$ cat src/rtl/sem_pkg.sv
package sem_pkg;
  typedef struct packed {
    logic sem_n;
    logic cs_n;
    logic we_n;
    logic oe_n;
  } port_ctl_t;
endpackage

$ cat src/rtl/sem_port_decode.sv
module sem_port_decode
  import sem_pkg::*;
#(
  parameter int N_FLAGS = 8,
  localparam int AW = $clog2(N_FLAGS)
) (
  input  port_ctl_t          ctl_i,
  input  logic [AW-1:0]      addr_i,
  input  logic               bit0_i,
  output logic [N_FLAGS-1:0] req_o,
  output logic [N_FLAGS-1:0] rel_o,
  output logic               rd_o,
  output logic               illegal_o
);
  logic sel, wr;
  logic [N_FLAGS-1:0] hit;

  assign sel       = ~ctl_i.sem_n & ctl_i.cs_n;
  assign illegal_o = ~ctl_i.sem_n & ~ctl_i.cs_n;
  assign wr        = sel & ~ctl_i.we_n;
  assign rd_o      = sel & ctl_i.we_n & ~ctl_i.oe_n;

  for (genvar i = 0; i < N_FLAGS; i++) begin : g_hit
    assign hit[i]   = (addr_i == AW'(i));
    assign req_o[i] = wr & hit[i] & ~bit0_i;
    assign rel_o[i] = wr & hit[i] & bit0_i;
  end
endmodule

$ cat src/rtl/sem_flag_cell.sv
module sem_flag_cell (
  input  logic clk_i,
  input  logic rst_ni,
  input  logic req_l_i,
  input  logic rel_l_i,
  input  logic req_r_i,
  input  logic rel_r_i,
  output logic own_l_o,
  output logic own_r_o
);
  logic own_l_q, own_r_q, pend_l_q, pend_r_q;
  logic want_l, want_r, own_l_d, own_r_d;

  // a port still wants the flag unless it releases in this cycle
  assign want_l = own_l_q ? ~rel_l_i : (req_l_i | (pend_l_q & ~rel_l_i));
  assign want_r = own_r_q ? ~rel_r_i : (req_r_i | (pend_r_q & ~rel_r_i));

  always_comb begin
    own_l_d = 1'b0;
    own_r_d = 1'b0;
    if (own_l_q && want_l)      own_l_d = 1'b1;
    else if (own_r_q && want_r) own_r_d = 1'b1;
    else if (want_l)            own_l_d = 1'b1;  // left wins a tie
    else if (want_r)            own_r_d = 1'b1;
  end

  always_ff @(posedge clk_i or negedge rst_ni) begin
    if (!rst_ni) begin
      own_l_q  <= 1'b0;
      own_r_q  <= 1'b0;
      pend_l_q <= 1'b0;
      pend_r_q <= 1'b0;
    end else begin
      own_l_q  <= own_l_d;
      own_r_q  <= own_r_d;
      pend_l_q <= want_l & ~own_l_d;
      pend_r_q <= want_r & ~own_r_d;
    end
  end

  assign own_l_o = own_l_q;
  assign own_r_o = own_r_q;
endmodule

$ cat src/rtl/sem_unit.sv
module sem_unit
  import sem_pkg::*;
#(
  parameter int N_FLAGS = 8,
  parameter int DW      = 9,
  localparam int AW     = $clog2(N_FLAGS)
) (
  input  logic          clk_i,
  input  logic          rst_ni,
  input  logic          l_sem_n_i,
  input  logic          l_cs_n_i,
  input  logic          l_we_n_i,
  input  logic          l_oe_n_i,
  input  logic [AW-1:0] l_addr_i,
  input  logic [DW-1:0] l_wdata_i,
  output logic [DW-1:0] l_rdata_o,
  output logic          l_err_o,
  input  logic          r_sem_n_i,
  input  logic          r_cs_n_i,
  input  logic          r_we_n_i,
  input  logic          r_oe_n_i,
  input  logic [AW-1:0] r_addr_i,
  input  logic [DW-1:0] r_wdata_i,
  output logic [DW-1:0] r_rdata_o,
  output logic          r_err_o
);
  port_ctl_t l_ctl, r_ctl;
  logic [N_FLAGS-1:0] l_req, l_rel, r_req, r_rel;
  logic [N_FLAGS-1:0] own_l_w, own_r_w;
  logic l_rd, r_rd, l_ill, r_ill;
  logic [DW-1:0] l_rdata_q, r_rdata_q;
  logic l_err_q, r_err_q;
  logic unused_hi;

  assign unused_hi = ^{l_wdata_i[DW-1:1], r_wdata_i[DW-1:1]};
  assign l_ctl = '{sem_n: l_sem_n_i, cs_n: l_cs_n_i, we_n: l_we_n_i, oe_n: l_oe_n_i};
  assign r_ctl = '{sem_n: r_sem_n_i, cs_n: r_cs_n_i, we_n: r_we_n_i, oe_n: r_oe_n_i};

  sem_port_decode #(.N_FLAGS(N_FLAGS)) u_dec_l (
    .ctl_i(l_ctl), .addr_i(l_addr_i), .bit0_i(l_wdata_i[0]),
    .req_o(l_req), .rel_o(l_rel), .rd_o(l_rd), .illegal_o(l_ill)
  );
  sem_port_decode #(.N_FLAGS(N_FLAGS)) u_dec_r (
    .ctl_i(r_ctl), .addr_i(r_addr_i), .bit0_i(r_wdata_i[0]),
    .req_o(r_req), .rel_o(r_rel), .rd_o(r_rd), .illegal_o(r_ill)
  );

  for (genvar i = 0; i < N_FLAGS; i++) begin : g_flag
    sem_flag_cell u_cell (
      .clk_i(clk_i), .rst_ni(rst_ni),
      .req_l_i(l_req[i]), .rel_l_i(l_rel[i]),
      .req_r_i(r_req[i]), .rel_r_i(r_rel[i]),
      .own_l_o(own_l_w[i]), .own_r_o(own_r_w[i])
    );
  end

  always_ff @(posedge clk_i or negedge rst_ni) begin
    if (!rst_ni) begin
      l_rdata_q <= '1;
      r_rdata_q <= '1;
      l_err_q   <= 1'b0;
      r_err_q   <= 1'b0;
    end else begin
      if (l_rd) l_rdata_q <= {DW{~own_l_w[l_addr_i]}};
      if (r_rd) r_rdata_q <= {DW{~own_r_w[r_addr_i]}};
      l_err_q <= l_ill;
      r_err_q <= r_ill;
    end
  end

  assign l_rdata_o = l_rdata_q;
  assign r_rdata_o = r_rdata_q;
  assign l_err_o   = l_err_q;
  assign r_err_o   = r_err_q;
endmodule

$ cat config.mk
export PLATFORM = sky130hd
export DESIGN_NAME = sem_unit
export DESIGN_NICKNAME = d
export VERILOG_FILES = /design/src/rtl/sem_pkg.sv /design/src/rtl/sem_port_decode.sv /design/src/rtl/sem_flag_cell.sv /design/src/rtl/sem_unit.sv
export SDC_FILE = /design/constraint.sdc
export NUM_CORES = 1
export LEC_CHECK = 0
export BUFFER_PORTS_ARGS = -buffer_cell sky130_fd_sc_hd__buf_2
export CORE_MARGIN = 4
export CORE_UTILIZATION = 25
export DETAILED_ROUTE_END_ITERATION = 8
export GPL_TIMING_DRIVEN = 0
export SLEW_MARGIN = 5
export SYNTH_ARGS = -nofsm -noshare
export SYNTH_HDL_FRONTEND = slang
export SYNTH_SLANG_ARGS = --single-unit
$ cat constraint.sdc
create_clock -name clk_i -period 3.7 [get_ports clk_i]
set_input_delay 0.74 -clock clk_i [delete_from_list [all_inputs] [get_ports clk_i]]
set_output_delay 0.74 -clock clk_i [all_outputs]
set_load 0.01 [all_outputs]
Word level (Yosys, flattened, before mapping)

Cells that the tools add are included.

Memories kept: 0
Logic and storage cells: 296
Memory bits (writable): 0
Output and inout bits: 20
Register bits: 36
Latch bits: 0
ROM bits: 0

Div/mod/pow operators: 0
Multipliers: 0
Equal/unequal tests: 14
$add $sub $neg: 0
Muxes and demuxes: 76
Magnitude comparators: 2
Reduce and logical (&&, ||, !) cells: 18
Bitwise logic cells: 150
Shift-type cells: 0

Operators with widths:

| kind                 | number |
|---|---|
| $and A1 B1 Y1        | 90 |
| $mux W1              | 74 |
| $not A1 Y1           | 44 |
| $eq A3 B3 Y1 const B | 8 |
| $logic_and A1 B1 Y1  | 16 |
| $or A1 B1 Y1         | 16 |
| $eq A3 B2 Y1 const B | 4 |
| $lt A3 B4 Y1 const B | 2 |
| $bmux W1 S3          | 2 |
| $eq A3 B1 Y1 const B | 2 |
| $logic_not A3 Y1     | 2 |

Longest topological paths before layout

Gate-level depths: netlist of the first run.

Word-level depth: 15
Gate-level depth with buffers: 5

Modules after synthesis

From an unflattened synthesis of the first run, not the netlist that was laid out.

Cell total of the unflattened synthesis: 232
Area total of the unflattened synthesis: 2270.9 um^2

Modules (own cells, without submodules):

| module          | area each (um^2) | cells an instance | times used |
|---|---|---|---|
| sem_flag_cell   | 182.7            | 17                | 8 |
| sem_port_decode | 206.4            | 31                | 2 |
| sem_unit        | 396.6            | 34                | 1 |

Worst setup path after synthesis of the first run

No wires, ideal clock.

Path kind: input to register
Start: in l_addr_i[2]
End: reg g_flag[3].u_cell.own_r_q
Path buffers: 0
Required time: 3.580 ns
Library setup time: 0.120 ns
Arrival time: 2.000 ns
Setup slack: 1.580 ns
Stages: 4
Path through: or4b_4 > or3_1 > a21bo_1 > and3b_1

Cells in the longest elaborated chain, start to end: 10
Elaborated cells on any way between the ends: 12

RTL lines:

| what                               | line                                         | text |
|---|---|---|
| start, declared                    | sem_unit.sv:14                               | `input logic [AW-1:0] l_addr_i,` |
| $eq A3 B2 Y1 (*)                   | sem_port_decode.sv:24                        | `assign hit[i] = (addr_i == AW'(i));` |
| $and A1 B1 Y1 (*)                  | sem_port_decode.sv:25, sem_port_decode.sv:26 |  |
| $and A1 B1 Y1                      | sem_port_decode.sv:26                        | `assign rel_o[i] = wr & hit[i] & bit0_i;` |
| $not A1 Y1                         | sem_flag_cell.sv:15                          | `assign want_l = own_l_q ? ~rel_l_i : (req_l_i \| (pend_l_q & ~rel_l_i));` |
| $and A1 B1 Y1                      | sem_flag_cell.sv:15                          |  |
| $or A1 B1 Y1                       | sem_flag_cell.sv:15                          |  |
| $mux W1 (*)                        | sem_flag_cell.sv:15                          |  |
| $mux W1                            | sem_flag_cell.sv:23                          | `else if (want_l) own_l_d = 1'b1;` |
| $mux W1                            | sem_flag_cell.sv:22                          | `else if (own_r_q && want_r) own_r_d = 1'b1;` |
| $mux W1 (*)                        | sem_flag_cell.sv:21                          | `if (own_l_q && want_l) own_l_d = 1'b1;` |
| named net g_flag[3].u_cell.own_r_d | sem_flag_cell.sv:12                          | `logic want_l, want_r, own_l_d, own_r_d;` |
| end signal, assigned               | sem_flag_cell.sv:35                          | `own_r_q <= own_r_d;` |
| end, declared                      | sem_flag_cell.sv:11                          | `logic own_l_q, own_r_q, pend_l_q, pend_r_q;` |

The timed path passes the listed nets; every way through them passes the cells marked *.
A chain may end at the register's enable or synchronous reset.

Final worst setup path of the first run

Start: in r_addr_i[2]
End: reg g_flag[1].u_cell.pend_r_q

Cells in the longest elaborated chain, start to end: 13
Elaborated cells on any way between the ends: 15

RTL lines:

| what                 | line                                         | text |
|---|---|---|
| start, declared      | sem_unit.sv:22                               | `input logic [AW-1:0] r_addr_i,` |
| $eq A3 B1 Y1 (*)     | sem_port_decode.sv:24                        |  |
| $and A1 B1 Y1 (*)    | sem_port_decode.sv:25, sem_port_decode.sv:26 |  |
| $and A1 B1 Y1        | sem_port_decode.sv:26                        |  |
| $not A1 Y1           | sem_flag_cell.sv:16                          | `assign want_r = own_r_q ? ~rel_r_i : (req_r_i \| (pend_r_q & ~rel_r_i));` |
| $and A1 B1 Y1        | sem_flag_cell.sv:16                          |  |
| $or A1 B1 Y1         | sem_flag_cell.sv:16                          |  |
| $mux W1 (*)          | sem_flag_cell.sv:16                          |  |
| $mux W1              | sem_flag_cell.sv:24                          | `else if (want_r) own_r_d = 1'b1;` |
| $mux W1              | sem_flag_cell.sv:23                          |  |
| $mux W1              | sem_flag_cell.sv:22                          |  |
| $mux W1              | sem_flag_cell.sv:21                          |  |
| $not A1 Y1           | sem_flag_cell.sv:37                          | `pend_r_q <= want_r & ~own_r_d;` |
| $and A1 B1 Y1 (*)    | sem_flag_cell.sv:37                          |  |
| end signal, assigned | sem_flag_cell.sv:37                          |  |
| end, declared        | sem_flag_cell.sv:11                          |  |

Mark *: on every way between the ends. The rest lies on a longest branch, timed or not.

==> results.cfg, run 1 <==
[power_and_ir_drop]
p_clk_frac = 0.230
pwr-share-seq = 0.416
powerDensity_mw_per_mm2 = 537
ir_drop_mv = 0.174
p_leak_nw = 1.11
p_comb_frac = 0.353
internal_power_w = 0.000878
p_sw_frac = 0.324
p_sw_w = 0.000420

[timing]
relSlewSlack = 0.444
fmax_ghz = 0.484
hold_viol = 0
fin_crit_sh = 0.558
drv_slew = 0
fin_crit_ns = 2.07
worst_slew_pin_slew_ns = 0.833
skew_ns = 0.00443
setup_viol = 0
grt_setup_unrepaired = false
tns_ns = 0
fin_ws_ns = 1.63

[finish]
final_nets = 287
design_area_mm2 = 0.00242
finalCoreUtilization = 0.310
drive_gt1_frac = 0.276
syn2layout_area_growth_pct = 19.6
antenna_cells = 0

[setup_path]
startpoint_type = primary input
path_max_fanout = 10
r2r_cells = 2
crit_required_ns = 3.90
end_kind = flop
worstPathArrival_ns = 2.27
crit_type = in -> reg

[floorplanning]
fp-row-count = 32
die_y_um = 97.9
ioPinCount = 54
coreArea_mm2 = 0.00781
dieArea_mm2 = 0.00959
initial_utilization = 0.259
die_x_um = 97.9

[flow_run]
cap_violations = 0

[synth]
yosysUniqueCellTypes = 43
synth_top_family_by_area = simple AND/OR/NAND/NOR gates
synth_compound_area_frac = 0.116
avgSynthCellArea_um2 = 9.58
synth_cells = 211
synth_seq_cells = 36
synth_common_cells = dfrtp_1, nor2_1, buf_4
synthAdderAreaFrac = 0
synth_ff_type = dfrtp_1
synth.largest_area_cell = dfrtp_1
yosysMostFrequentCell = dfrtp_1
yosysSeqAreaShare = 0.447
synth.mux.area_fraction = 0.0693
synth_top_area_frac = 0.421
yosys_warnings = 0
yosys-top-cells-area = dfrtp_1, buf_4, nor2_1
synth_fp_nets = 245
synthArstFlopShare = 1.00
synth_xor_xnor_area_share = 0
synth_edf_count = 0
netlist_area_mm2 = 0.00202
synth-simple-area-share = 0.272

[global_route]
grt_pass1_wl_um = 7950
overflow = 0
grt_max_degree = 37
first_global_vias = 1563
grt_use_total = 0.103
antenna_found_initial = 0

[place]
placed_area_mm2 = 0.00232
dp_hpwl_um = 3550
pre_cts_ws_ns = 1.32
io_buffers = 35
place_congestion = 0.793

[detailed_routing]
ant_nets = 0
wirelength_um = 4720
route.detailed.drc = 0
vias = 1612
drt_pre_antenna_iters = 4
drt_iter0_drc = 82
wire_per_inst_um = 13.3
vias_per_cell = 4.53

[cts]
cts_resized = 0
ctsHoldBuffers = 0
h-tree-depth = 2
cts.path.max_buffers = 2
cts_made_buffers = 5
cts_tree = done
clk_pin_slew_worst_paths_ns = 0.07
cts_setup_buffers = 0
cts.sinks = 36
clkLatencyLatePin_ns = 0.29
root_buffer = clkbuf_8

[hold_path]
hold_path_class = reg -> reg
hold_depth = 2

[status]
status = completed
==> registers in the layout, indices dropped and copies added (netlist names) <==
register                flops
g_flag.u_cell.own_l_o       8
g_flag.u_cell.own_r_o       8
g_flag.u_cell.pend_l_q      8
g_flag.u_cell.pend_r_q      8
l_err_o                     1
l_rdata_o                   1
r_err_o                     1
r_rdata_o                   1
==> critical path, cell delays in order <==
cell and delay [ns]:
buf_2 0.13, or4b_1 0.54, buf_6 0.16, o21ai_0 0.27
o21ai_1 0.20, nor3b_1 0.23
==> worst paths after layout <==
path / start / end / slack (ns)
setup / recovery: r_addr_i[2] / g_flag[1].u_cell.pend_r_q / 1.63
hold / removal: g_flag[4].u_cell.pend_l_q / g_flag[4].u_cell.pend_l_q / 0.52
setup reg to reg: g_flag[7].u_cell.own_l_o / g_flag[7].u_cell.own_r_o / 2.34
hold reg to reg: g_flag[4].u_cell.pend_l_q / g_flag[4].u_cell.pend_l_q / 0.52
max in group asynchronous: rst_ni / g_flag[2].u_cell.pend_l_q / 2.62
min in group asynchronous: rst_ni / g_flag[0].u_cell.pend_l_q / 0.54
==> layout by cell type (no fill, tap or decap), types with 4 or more instances in the layout <==
cell type,count
clkbuf_8,6
o21ai_0,13
mux2i_1,8
o311a_1,4
nor2_1,27
nor3_1,10
nor3b_1,9
dfrtp_1,34
nand2_1,13
inv_1,9
a21oi_1,13
buf_2,36
buf_4,16
nor2b_1,10
==> stage by stage <==
stage	total power (W)	hold slack, ns	std cells
floorplan	0.000858	0.444	211
global placement	0.00100	0.498	348
detailed placement	0.00101	0.502	348
CTS	0.00131	0.522	356
global route	0.00139	0.562	356
finish	0.00130	0.521	356
==> power by group through the flow <==
| stage | logic, W | clock network (W) | registers (W) |
|---|---|---|---|
| floorplan | 0.000328 | 0 | 0.000529 |
| global placement | 0.000455 | 0 | 0.000546 |
| detailed placement | 0.000462 | 0 | 0.000550 |
| CTS | 0.000464 | 0.000306 | 0.000542 |
| global route | 0.000508 | 0.000325 | 0.000554 |
| finish | 0.000459 | 0.000299 | 0.000541 |
==> routing by layer <==
metal	GRT usage	up-vias	wire length (µm)	part of all wire
li1	-	806	-	-
met1	0.150	755	2380	0.50
met2	0.152	46	2030	0.43
met3	0.0229	5	262	0.055
met4	0.0351	0	54	0.011
met5	0	-	0	0
==> final cells by class <==
cell class | count | area, µm²
multi-input cells | 144 | 925
flip-flops and latches | 36 | 903
inverters | 9 | 33.8
clock buffers | 7 | 86.3
well taps | 102 | 128
repair buffers | 35 | 175
clock inverters | 1 | 7.51
plain buffers | 22 | 159
fillers | 851 | 5390
==> cell families after synthesis <==
group	Yosys count
compound gates	39
simple gates	94
mux	11
buf+inv	31
flops	36
No activity file was read; power rests on OpenSTA's default activity.
==> inputs of run 2 (changes only) <==
--- a/config.mk
+++ b/config.mk
@@ -5,6 +5,7 @@
 export SDC_FILE = /design/constraint.sdc
 export NUM_CORES = 1
 export LEC_CHECK = 0
+export ABC_AREA = 1
 export BUFFER_PORTS_ARGS = -buffer_cell sky130_fd_sc_hd__buf_2
 export CORE_MARGIN = 4
 export CORE_UTILIZATION = 25
==> constraint.sdc (replaced) <==
create_clock -name clk_i -period 1.8 [get_ports clk_i]
set_input_delay 0.36 -clock clk_i [delete_from_list [all_inputs] [get_ports clk_i]]
set_output_delay 0.36 -clock clk_i [all_outputs]
set_load 0.01 [all_outputs]
==> results.cfg, run 2 <==
[finish]
layout_commonest_cell = nor2_1
fin_cells = 428
final_nets = 353
drive_gt1_frac = 0.381
multi_input_area_mm2 = 0.00102
register_area_um2 = 903
nFillCells = 930
antenna_cells = 0
syn2layout_area_growth_pct = 20.7
layout_common_cells = nor2_1, nand2_1, buf_2, dfrtp_1, nand2_2

[synth]
synth.largest_area_cell = dfrtp_1
synth_seq_cells = 36
synth_edf_count = 0
synth_fp_nets = 313
yosys_warnings = 0
yosysUniqueCellTypes = 26
synth_top_area_frac = 0.383
synth_ff_type = dfrtp_1
yosysMostFrequentCell = nor2_1
yosys-top-cells-area = dfrtp_1, nor2_1, nand2_1
yosysSeqAreaShare = 0.407
synth_cells = 279
synthArstFlopShare = 1.00
synth_common_cells = nor2_1, nand2_1, dfrtp_1
netlist_area_mm2 = 0.00222
avgSynthCellArea_um2 = 7.96

[place]
dpl.cell_count = 420
place_congestion = 0.831
io_buffers = 33
dp_hpwl_um = 3610

[cts]
cts_tree = done
cts_resized = 0
ctsHoldBuffers = 0
clk_pin_slew_worst_paths_ns = 0.08
cts.sinks = 36
cts_setup_buffers = 0
h-tree-depth = 2
clkLatencyLatePin_ns = 0.29
cts_made_buffers = 5
root_buffer = clkbuf_8
cts.path.max_buffers = 2

[power_and_ir_drop]
p_clk_frac = 0.427
internal_power_w = 0.00177
power.total_w = 0.00233
pwr-share-seq = 0.383
ir_drop_mv = 0.280
p_sw_frac = 0.240
powerDensity_mw_per_mm2 = 868
p_comb_frac = 0.190
p_sw_w = 0.000559
p_leak_nw = 1.44

[global_route]
grt_max_degree = 37
grt_use_total = 0.0947
first_global_vias = 1722
antenna_found_initial = 0
overflow = 0
grt_pass1_wl_um = 7760

[timing]
drv_slew = 0
skew_ns = 0.0104
fin_crit_sh = 0.843
relSlewSlack = 0.467
worst_slew_pin_slew_ns = 0.800
fmax_ghz = 0.659
setup_viol = 0
tns_ns = 0
hold_viol = 0
fin_crit_ns = 1.52
grt_setup_unrepaired = false

[flow_run]
cap_violations = 0

[setup_path]
cp_slowest_cell = dfstp_2
r2r_end = g_flag[5].u_cell.own_r_o
path_max_fanout = 10
crit_chain = buf_4 > buf_2
critPathTopFamily = flip-flops
crit_type = reg -> out
crit_buf_inv = 2
critPathMaxStageDelay_ns = 0.62
startpoint_type = flop
r2r-start = g_flag[5].u_cell.own_r_o
rrSetupSlack_ns = 0.66
r2r_cells = 3
crit_required_ns = 1.44
end_kind = primary output
worstPathArrival_ns = 1.16

[detailed_routing]
drt_iter0_drc = 51
vias = 1802
wire_per_inst_um = 10.8
route.detailed.drc = 0
vias_per_cell = 4.21
wirelength_um = 4600
ant_nets = 0
drt_pre_antenna_iters = 4

[floorplanning]
initial_utilization = 0.256
coreArea_mm2 = 0.00868
dieArea_mm2 = 0.0105
fp-row-count = 34
die_x_um = 102
die_y_um = 102
ioPinCount = 54

[status]
status = completed

[hold_path]
hold_path_class = in -> async
## run 2: cell count changes after synthesis, moves of 10 or more
cell     before  now
nand3_1       1   20
inv_1         9   20
o21ai_0      13    3
nand2_2       0   21
nand2_1      13   53
nor2_1       27   56
nor2b_1      10    0
## run 2: cell families after synthesis
| family | synth area share |
|---|---|
| AOI/OAI and AO/OA | 0.0400 |
| and+or+nand+nor | 0.419 |
| buffers and inverters | 0.135 |
| DFF | 0.407 |
## run 2: per-stage QoR
| stage | util | worst slack (ns) | cell area, µm² | hold WS (ns) |
|---|---|---|---|---|
| floorplan | - | 0.625 | 2220 | 0.0644 |
| global route | 0.309 | 0.224 | 2680 | 0.221 |
| detailed placement | 0.291 | 0.352 | 2520 | 0.502 |
| global placement | 0.291 | 0.370 | 2520 | 0.497 |
| CTS | 0.309 | 0.267 | 2680 | 0.185 |
| finish | 0.309 | 0.283 | 2680 | 0.156 |
## run 2: worst max-delay path by stage
stage / start / to / slack [ns] / depth (start not counted)
floorplan: l_we_n_i / g_flag[3].u_cell.own_r_o / 0.63 / 9
CTS: l_rdata_o[0] / l_rdata_o[6] / 0.27 / 2
finish: l_rdata_o[0] / l_rdata_o[6] / 0.28 / 2
detailed placement: r_we_n_i / g_flag[6].u_cell.own_r_o / 0.35 / 9
global route: l_rdata_o[0] / l_rdata_o[6] / 0.22 / 2
global placement: r_we_n_i / g_flag[6].u_cell.own_r_o / 0.37 / 9
## run 2: cell type report
cell class                 instances  share of cell area
tap                              108              0.0504
buffer                            22              0.0747
clock inverter                     3              0.0336
inverter                          25              0.0369
clock buffer                       5              0.0257
timing repair buffer              33              0.0616
sequential                        36               0.337
multi-input combinational        196               0.380
## run 2: routing by layer
metal / share of wire / vias up / global-route usage
met5: 0 / - / 0
met4: 0.0098 / 0 / 0.0272
met1: 0.46 / 835 / 0.121
met3: 0.044 / 4 / 0.0225
met2: 0.49 / 29 / 0.160
li1: - / 934 / -
## run 2: power groups by stage
stage | clock (W) | sequential [W] | combinational [W]
6_report | 0.000993 | 0.000891 | 0.000443
5_1_grt | 0.00105 | 0.000901 | 0.000493
4_1_cts | 0.00101 | 0.000892 | 0.000451
3_5_place_dp | 0 | 0.000907 | 0.000449
3_3_place_gp | 0 | 0.000904 | 0.000444
2_1_floorplan | 0 | 0.000907 | 0.000300
==> inputs of run 3 (changes only) <==
==> constraint.sdc (replaced) <==
create_clock -name clk_i -period 1.5 [get_ports clk_i]
set_input_delay 0.3 -clock clk_i [delete_from_list [all_inputs] [get_ports clk_i]]
set_output_delay 0.3 -clock clk_i [all_outputs]
set_load 0.01 [all_outputs]
==> results.cfg, run 3 (same netlist as run 2, synthesis figures left out) <==
[finish]
antenna_cells = 0
register_area_um2 = 903
layout_commonest_cell = nor2_1
final_nets = 355
multi_input_area_mm2 = 0.00102
design_area_mm2 = 0.00270
nFillCells = 930
layout_common_cells = nor2_1, nand2_1, buf_2, dfrtp_1, nand2_2
syn2layout_area_growth_pct = 21.4
fin_cells = 430
drive_gt1_frac = 0.385

[timing]
fmax_ghz = 0.682
fin_crit_sh = 0.977
drv_slew = 0
setup_viol = 0
hold_viol = 0
skew_ns = 0.00903
relSlewSlack = 0.466
worst_slew_pin_slew_ns = 0.800
fin_crit_ns = 1.47

[power_and_ir_drop]
pwr-share-seq = 0.377
p_comb_frac = 0.196
p_sw_frac = 0.243
powerDensity_mw_per_mm2 = 1040
internal_power_w = 0.00213
ir_drop_mv = 0.337
p_leak_nw = 1.45
p_sw_w = 0.000684
p_clk_frac = 0.427

[cts]
root_buffer = clkbuf_8
clkLatencyLatePin_ns = 0.29
cts_made_buffers = 5
cts.sinks = 36
clk_pin_slew_worst_paths_ns = 0.08
cts.path.max_buffers = 2
cts_tree = done
h-tree-depth = 2

[place]
dp_hpwl_um = 3610
placed_area_mm2 = 0.00252
io_buffers = 33
dpl.cell_count = 420
place_congestion = 0.831

[floorplanning]
ioPinCount = 54
die_x_um = 102
fp-row-count = 34
dieArea_mm2 = 0.0105
coreArea_mm2 = 0.00868
die_y_um = 102
initial_utilization = 0.256

[setup_path]
cp_slowest_cell = dfstp_2
critPathMaxStageDelay_ns = 0.54
worstPathArrival_ns = 1.17
cp_common_cell = buf_4
startpoint_type = flop
crit_required_ns = 1.20
crit_type = reg -> out
path_max_fanout = 5
crit_chain = buf_4 > buf_4 > buf_2
end_kind = primary output

[global_route]
grt_use_met1 = 0.121
first_global_vias = 1722
grt-busiest-layer = met2
overflow = 0
use_met2 = 0.160
grtUsageMet3 = 0.0225
antenna_found_initial = 0
grt_max_degree = 37
grt_pass1_wl_um = 7760
grt_use_total = 0.0947

[detailed_routing]
wirelength_um = 4680
vias = 1802
vias_per_cell = 4.19
drt_pre_antenna_iters = 4
drt_iter0_drc = 57
route.detailed.drc = 0
ant_nets = 0
wire_per_inst_um = 10.9

[status]
status = completed

[hold_path]
hold_path_class = in -> async

[flow_run]
cap_violations = 0
## run 3: changes by cell type in the layout (fill, tap and decap cells not counted), sizes merged
cell	delta
buf	+2
## run 3: final timing paths
kind | start | endpoint | slack, ns | cells after the start
worst max-delay path | l_rdata_o[0] | l_rdata_o[6] | 0.03 | 3
worst min-delay path | rst_ni | g_flag[2].u_cell.pend_r_q | 0.1 | 1
worst max register to register | g_flag[5].u_cell.own_r_o | g_flag[5].u_cell.own_r_o | 0.36 | 3
worst min register to register | r_rdata_o[0] | r_rdata_o[0] | 0.55 | 2
max in group asynchronous | rst_ni | g_flag[4].u_cell.pend_l_q | 0.90 | 1
min in group clk_i | r_sem_n_i | r_err_o | 0.17 | 2
## run 3: what timing repair did
| action | 4_1_cts | 5_1_grt |
|---|---|---|
| gates resized for setup | 0 | 2 |
| setup endpoints to repair | 0 | 8 |
| hold buffers | 0 | 0 |
| buffers inserted | 0 | 2 |
## run 3: layout make-up
cell class	count	share of cell area
inverter	25	0.0367
timing repair buffer	35	0.0669
sequential	36	0.335
buffer	22	0.0743
multi-input combinational	196	0.378
tap	108	0.0501
clock buffer	5	0.0255
clock inverter	3	0.0334
## run 3: critical path, delay by kind of cell (launching register included)
kind / cells / cell delay, ns
buffers and inverters: 3 / 0.35
flip-flops: 1 / 0.54
## run 3: power by group through the flow
stage / registers [W] / logic, W / clock network, W
floorplan: 0.00109 / 0.000359 / 0
global placement: 0.00109 / 0.000532 / 0
detailed placement: 0.00109 / 0.000539 / 0
CTS: 0.00107 / 0.000541 / 0.00122
global route: 0.00107 / 0.000616 / 0.00125
finish: 0.00106 / 0.000553 / 0.00120
## run 3: per-stage QoR
step	util	power, W	hold WS (ns)	worst slack, ns	TNS, ns
finish	0.311	0.00281	0.0954	0.0338	0
global route	0.311	0.00294	0.161	-0.00768	-0.0340
CTS	0.309	0.00283	0.125	0.0275	0
detailed placement	0.291	0.00163	0.442	0.112	0
global placement	0.291	0.00162	0.437	0.130	0
floorplan	-	0.00145	0.00441	0.385	0
## run 3: routing by layer
layer	routed length (µm)	vias to the layer above
li1	-	938
met1	2150	833
met2	2280	27
met3	198	4
met4	45	0
met5	0	-
